**config.mk**
```make
export PLATFORM = sky130hd
export DESIGN_NAME = irq_port
export DESIGN_NICKNAME = d
export VERILOG_FILES = /design/src/rtl/irq_port_pkg.sv /design/src/rtl/irq_key_sync.sv /design/src/rtl/irq_period_timer.sv /design/src/rtl/irq_src_fsm.sv /design/src/rtl/irq_port.sv
export SDC_FILE = /design/constraint.sdc
export NUM_CORES = 1
export LEC_CHECK = 0
export CAP_MARGIN = 0
export CELL_PAD_IN_SITES_DETAIL_PLACEMENT = 2
export CELL_PAD_IN_SITES_GLOBAL_PLACEMENT = 2
export CORE_MARGIN = 2
export CORE_UTILIZATION = 35
export CTS_CLUSTER_SIZE = 8
export DETAILED_ROUTE_END_ITERATION = 16
export PLACE_DENSITY = 0.88
export SLEW_MARGIN = 20
export SYNTH_ARGS = -nofsm -noshare
export SYNTH_HDL_FRONTEND = slang
export SYNTH_SLANG_ARGS = --single-unit
```
**constraint.sdc**
```tcl
create_clock -name clk -period 2.35 [get_ports clk]
set_clock_uncertainty 0.1 [all_clocks]
set_input_delay 0.47 -clock clk [delete_from_list [all_inputs] [get_ports clk]]
set_output_delay 0.47 -clock clk [all_outputs]
set_load 0.03 [all_outputs]
```
**src/rtl/irq_port_pkg.sv**
```systemverilog
package irq_port_pkg;
    localparam int DATA_W    = 8;
    localparam int NUM_SRC   = 3;
    localparam int NUM_TMR   = 2;
    localparam int SRC_KEY   = 0;
    localparam int SRC_TMR0  = 1;
    localparam int BIT_LEVEL = 3;

    typedef enum logic [1:0] {
        SRC_OFF   = 2'd0,
        SRC_ARMED = 2'd1,
        SRC_FIRED = 2'd2
    } src_state_e;
endpackage

```
**src/rtl/irq_key_sync.sv**
```systemverilog
module irq_key_sync #(
    parameter int STAGES = 2
) (
    input  logic clk,
    input  logic rst_n,
    input  logic key_in,
    output logic level,
    output logic rise
);
    logic [STAGES-1:0] chain;
    logic              last;

    genvar g;
    generate
        for (g = 0; g < STAGES; g++) begin : g_stage
            always_ff @(posedge clk or negedge rst_n) begin
                if (!rst_n) chain[g] <= 1'b0;
                else if (g == 0) chain[g] <= key_in;
                else chain[g] <= chain[(g == 0) ? 0 : g-1];
            end
        end
    endgenerate

    always_ff @(posedge clk or negedge rst_n) begin
        if (!rst_n) last <= 1'b0;
        else last <= chain[STAGES-1];
    end

    assign level = chain[STAGES-1];
    assign rise  = chain[STAGES-1] & ~last;
endmodule

```
**src/rtl/irq_period_timer.sv**
```systemverilog
module irq_period_timer #(
    parameter int PERIOD = 96
) (
    input  logic clk,
    input  logic rst_n,
    output logic tick
);
    localparam int CW = (PERIOD > 1) ? $clog2(PERIOD) : 1;
    localparam logic [CW-1:0] LAST = CW'(PERIOD - 1);

    logic [CW-1:0] cnt;

    assign tick = (cnt == LAST);

    always_ff @(posedge clk or negedge rst_n) begin
        if (!rst_n)    cnt <= '0;
        else if (tick) cnt <= '0;
        else           cnt <= cnt + 1'b1;
    end
endmodule

```
**src/rtl/irq_src_fsm.sv**
```systemverilog
module irq_src_fsm
    import irq_port_pkg::*;
(
    input  logic clk,
    input  logic rst_n,
    input  logic wr_en,
    input  logic wr_bit,
    input  logic event_in,
    output logic pending
);
    src_state_e state, nxt;

    always_ff @(posedge clk or negedge rst_n) begin
        if (!rst_n) state <= SRC_OFF;
        else        state <= nxt;
    end

    always_comb begin
        nxt = state;
        unique case (state)
            SRC_OFF: begin
                if (wr_en && wr_bit) nxt = event_in ? SRC_FIRED : SRC_ARMED;
            end
            SRC_ARMED: begin
                if (wr_en && !wr_bit) nxt = SRC_OFF;
                else if (event_in)    nxt = SRC_FIRED;
            end
            SRC_FIRED: begin
                if (wr_en && !wr_bit) nxt = SRC_OFF;
            end
            default: nxt = SRC_OFF;
        endcase
    end

    always_comb begin
        pending = (state == SRC_FIRED);
    end
endmodule

```
**src/rtl/irq_port.sv**
```systemverilog
module irq_port
    import irq_port_pkg::*;
#(
    parameter int T1_CYCLES   = 96,
    parameter int T2_CYCLES   = 160,
    parameter int SYNC_STAGES = 2
) (
    input  logic              clk,
    input  logic              rst_n,
    input  logic              wr_en,
    input  logic [DATA_W-1:0] wr_data,
    output logic [DATA_W-1:0] rd_data,
    input  logic              key_in,
    output logic              irq,
    output logic              disp_on
);
    logic [NUM_SRC-1:0] src_event;
    logic [NUM_SRC-1:0] pend;
    logic               key_level;
    logic               key_rise;
    logic               unused_wr_hi;

    assign unused_wr_hi = ^wr_data[DATA_W-1:BIT_LEVEL+1];

    irq_key_sync #(.STAGES(SYNC_STAGES)) u_key (
        .clk   (clk),
        .rst_n (rst_n),
        .key_in(key_in),
        .level (key_level),
        .rise  (key_rise)
    );
    assign src_event[SRC_KEY] = key_rise;

    genvar t;
    generate
        for (t = 0; t < NUM_TMR; t++) begin : g_tmr
            localparam int P = (t == 0) ? T1_CYCLES : T2_CYCLES;
            irq_period_timer #(.PERIOD(P)) u_tmr (
                .clk  (clk),
                .rst_n(rst_n),
                .tick (src_event[SRC_TMR0+t])
            );
        end
    endgenerate

    genvar s;
    generate
        for (s = 0; s < NUM_SRC; s++) begin : g_src
            irq_src_fsm u_fsm (
                .clk     (clk),
                .rst_n   (rst_n),
                .wr_en   (wr_en),
                .wr_bit  (wr_data[s]),
                .event_in(src_event[s]),
                .pending (pend[s])
            );
        end
    endgenerate

    always_ff @(posedge clk or negedge rst_n) begin
        if (!rst_n)     disp_on <= 1'b0;
        else if (wr_en) disp_on <= wr_data[BIT_LEVEL];
    end

    always_comb begin
        rd_data = '0;
        if (|pend) rd_data[NUM_SRC-1:0] = pend;
        else       rd_data[BIT_LEVEL]   = key_level;
    end

    assign irq = |pend;
endmodule

```
## Yosys cells after proc, flatten, opt, wreduce, memory -nomap -nowiden

Index checks and enable logic that the tools add are counted.

- Output and inout port bits: 10
- Flip-flop bits (word level): 25

- Equal/unequal tests: 17
- Reductions and logical operators: 16
- Bitwise operators: 2
- Muxes and demuxes: 22
- $add $sub $neg: 2

Operator list:

| cell | number |
|---|---|
| 2-bit two-way mux | 15 |
| 2-bit one-hot mux with 3 select lines | 3 |
| 3-bit by 1-bit != test with 1-bit output, second input constant | 3 |
| 3-bit AND reduction | 3 |
| 8-bit by 1-bit adder with 8-bit output, second input constant | 1 |
| 8-bit equality test, second input constant | 1 |
| 8-bit two-way mux | 1 |
| 7-bit by 1-bit adder with 7-bit output, second input constant | 1 |
| 7-bit equality test, second input constant | 1 |
| 7-bit two-way mux | 1 |
| 2-bit by 1-bit equality test with 1-bit output, second input constant | 3 |
| 2-bit equality test, second input constant | 3 |
| 1-bit logical AND | 6 |
| 2-bit logical NOT | 3 |
| 2-bit by 1-bit != test with 1-bit output, second input constant | 3 |
| 2-bit != test, second input constant | 3 |
| 1-bit logical NOT | 3 |
| 3-bit two-way mux | 1 |
| 3-bit OR reduction | 1 |
| 1-bit AND | 1 |
| 1-bit two-way mux | 1 |
| 1-bit NOT | 1 |

## Logic depth before layout (Yosys ltp)

- Depth after elaboration: 5
- Mapped depth: 4
- Mapped depth without buffers: 4

## Hierarchy

Synthesis repeated with hierarchy kept, for this count alone.

- Cell total of the unflattened synthesis: 99
- Area total of the unflattened synthesis: 1154.9 um^2

Modules (own cells, without submodules):

| module | cells each | area an instance (um^2) | times used | seq. area each (um^2) |
|---|---|---|---|---|
| irq_period_timer at g_tmr[1].u_tmr | 31 | 361.6 | 1 | 200.2 |
| irq_period_timer at g_tmr[0].u_tmr | 25 | 307.8 | 1 | 175.2 |
| irq_src_fsm | 9 | 100.1 | 3 | 50.0 |
| irq_port | 12 | 96.3 | 1 | 25.0 |
| irq_key_sync | 4 | 88.8 | 1 | 75.1 |

## Least setup slack after synthesis

Ideal clock, no wire load.

- Path type: register to output
- From: reg g_src[0].u_fsm.state[1]
- To: out rd_data[3]
- Data arrival time: 1634 ps
- Slack: 146 ps
- Stages on the path, launching flop included: 4
- Cells stage by stage: dfrtp_1 > nor2b_1 > or3_1 > nor2_1

- Cells in the longest elaborated chain, start to end: 3

Ends and longest elaborated chain:

| item | RTL line | RTL |
|---|---|---|
| start, declared | irq_src_fsm.sv:11 | `src_state_e state, nxt;` |
| start signal, assigned | irq_src_fsm.sv:15 | `else state <= nxt;` |
| 2-bit equality test | irq_src_fsm.sv:36 | `pending = (state == SRC_FIRED);` |
| 3-bit OR reduction | -- |  |
| named net irq | irq_port.sv:14 | `output logic irq,` |
| 1-bit two-way mux | irq_port.sv:67 | `if (\|pend) rd_data[NUM_SRC-1:0] = pend;` |
| end, declared | irq_port.sv:12 | `output logic [DATA_W-1:0] rd_data,` |

The timed path passes the listed nets, and every way through them passes these cells.

## Worst setup path in the final report

- From: reg g_src[2].u_fsm.state[1]
- To: out rd_data[2]

- Cells in the longest elaborated chain, start to end: 3

Ends and longest elaborated chain:

| item | RTL line |
|---|---|
| start, declared | irq_src_fsm.sv:11 |
| start signal, assigned | irq_src_fsm.sv:15 |
| 2-bit equality test (*) | irq_src_fsm.sv:36 |
| 3-bit OR reduction | irq_port.sv:67 |
| 3-bit two-way mux (*) | irq_port.sv:67 |

Every way passes the cells marked *; elsewhere a longest branch is shown, timed or not.

==> results.sh <==
export IMPL_outcome="complete, no violations"
export IMPL_slew_viol_final=0
export IMPL_io_pins=22
export IMPL_avgRoutedWirePerCell_um=14.4
export IMPL_fp_dieW_um=61.3
export IMPL_synth_edff_count=0
export IMPL_synth_main_ff_cell="dfrtp_1"
export IMPL_yosysWarnings=0
export IMPL_drive_gt1_frac=0.139
export IMPL_clock_sinks=25
export IMPL_rsz0062_at_grt="no"
export IMPL_setup_viol=0
export IMPL_cts_setup_buffers=0
export IMPL_vdd_drop_max_mv=0.358
export IMPL_synth_yosys_seq_area_share=0.544
export IMPL_overflow=0
export IMPL_dr_first_iter_drc_count=10
export IMPL_final_nets=130
export IMPL_final_cell_mix="dfrtp_1, nor2_1, clkdlybuf4s50_1"
export IMPL_cap_viol_max_count=0
export IMPL_arrival_ns=1.64
export IMPL_tns_ns=0
export IMPL_core_um2=3080
export IMPL_critPathKind="flip-flop to primary output"
export IMPL_grt_first_pass_wirelength_um=3800
export IMPL_cp_startpoint="g_src[2].u_fsm.state[1]"
export IMPL_hold_buffers=0
export IMPL_r2r_start="g_tmr[0].u_tmr.cnt[0]"
export IMPL_gp_congestion=0.674
export IMPL_critPathLaunchType="flip-flop"
export IMPL_path_max_fanout=5
export IMPL_clockRootBuffer="clkbuf_4"
export IMPL_required_ns=1.78
export IMPL_antenna_found_initial=0
export IMPL_total_leakage_power_nw=0.649
export IMPL_via_count=769
export IMPL_grt_pass1_vias=839
export IMPL_wl_um=2280
export IMPL_cp_slowest_stage_delay_ns=0.69
export IMPL_powerDensity_nw_per_um2=542
export IMPL_syn2layout_area_growth_pct=17.4
export IMPL_rows=20
export IMPL_fmax_ghz=0.452
export IMPL_first_pass_iters=4
export IMPL_synth_cell_types=35
export IMPL_start_util=0.374
export IMPL_h_tree_depth=1
export IMPL_path_cells="nor2b_1, clkdlybuf4s50_1"
export IMPL_cts_buffers=3
export IMPL_hold_path_class="flip-flop to flip-flop"
export IMPL_dieArea_um2=3760
export IMPL_drt_vias_per_instance=4.84
export IMPL_numPortBuffers=13
export IMPL_synth_seq_cells=25
export IMPL_hold_viol=0
export IMPL_chipHeight_um=61.3
export IMPL_route_antenna_remaining_nets=0
export IMPL_diodes=0
export IMPL_cts_tree="built"
export IMPL_finalPower_mw=0.731
export IMPL_drc=0
export IMPL_mostFrequentLayoutCell="dfrtp_1"
export IMPL_syn_avg_cell_area_um2=11.7
export IMPL_end_kind="primary output"
export IMPL_clock_latency_ns=0.31
export IMPL_grt_max_degree=26
export IMPL_fin_crit_ns=2.21
export IMPL_clockBufferDepth=2
export IMPL_clkTransAtPathRegs_ns=0.13
export IMPL_synth_area_um2=1150
export IMPL_dp_hpwl_um=1720
export IMPL_synth_cells=98
export IMPL_critPathSlowestCell="clkdlybuf4s50_1"
export IMPL_hp_start="u_key.chain[0]"
export IMPL_grt_usage=0.139
export IMPL_async_flop_share=1.00
export IMPL_fin_crit_sh=0.942
stage by stage:
step,hold slack (ns),utilization,instance area [um2],instances,setup WS (ns)
after global placement,0.232,0.431,1330,155,0.136
final,0.265,0.439,1350,159,0.137
after CTS,0.269,0.439,1350,159,0.00709
after floorplan,0.0744,-,1160,101,0.146
after detailed placement,0.236,0.431,1330,155,0.0824
after global routing,0.290,0.439,1350,159,0.0518
timing repair:
| action | in CTS | in global routing |
|---|---|---|
| cloned | 0 | 0 |
| gates resized for setup | 3 | 2 |
| endpoints found under the setup margin | 2 | 2 |
worst max-delay path, delay by kind of cell (launching register included):
family,cells,cell delay [ns]
buffers and inverters,1,0.69
flip-flops,1,0.44
AND/OR/NAND/NOR,1,0.20
cell type report:
class	count	area (um2)
sequential	25	626
timing repair buffer	15	141
multi-input combinational	67	485
tap	44	55.1
fill	348	1730
clock inverter	1	5.00
inverter	4	15.0
clock buffer	3	22.5
kinds of logic (layout without fill, tap and decap cells):
family	count (synthesis)	after routing	share of synthesized area
AO/OA/AOI/OAI	12	12	0.0805
XOR/XNOR	7	7	0.0533
adder cells (fa/ha/maj)	2	2	0.0218
buffers and inverters	9	23	0.0435
flip-flops	25	25	0.544
multiplexers	5	5	0.0457
other	1	4	0.00326
AND/OR/NAND/NOR	37	37	0.208
worst paths after layout:
check	endpoint	slack, ns	depth (start not counted)
max in group asynchronous	g_tmr[0].u_tmr.cnt[1]	1.50	2
hold / removal	u_key.level	0.27	0
setup / recovery	rd_data[2]	0.14	2
min in group asynchronous	g_src[1].u_fsm.state[0]	0.40	2
hold reg to reg	u_key.level	0.27	0
setup reg to reg	g_tmr[0].u_tmr.cnt[3]	0.76	4
where the power goes:
group          switching [mW]  internal, mW  total, mW
logic                  0.0545        0.0371     0.0916
clock network           0.125        0.0636      0.188
registers             0.00906         0.442      0.451
total                   0.188         0.543      0.731
routing by layer:
| layer | GRT usage | vias to the layer above | wire length (um) |
|---|---|---|---|
| met1 | 0.167 | 385 | 946 |
| li1 | - | 368 | - |
| met5 | 0 | - | 0 |
| met4 | 0.0186 | 0 | 9 |
| met2 | 0.254 | 14 | 1230 |
| met3 | 0.0399 | 2 | 94 |
Yosys cell counts (3+ instances only):
cell type / n / area, um2
nor3_1: 4 / 20.0
mux2i_1: 3 / 30.0
nor2b_1: 5 / 31.3
dfrtp_1: 25 / 626
nor2_1: 11 / 41.3
nand3_1: 4 / 20.0
nand2_1: 3 / 11.3
buf_4: 4 / 30.0
inv_1: 4 / 15.0
xor2_1: 5 / 43.8
flip-flops by register name, summed over array words and instances, names as in the netlist:
name and count:
disp_on 1, u_key.level 1, u_key.chain 1, u_key.last 1
g_src.u_fsm.state 6, g_tmr.u_tmr.cnt 15
Power figures use the tool's default switching activity.
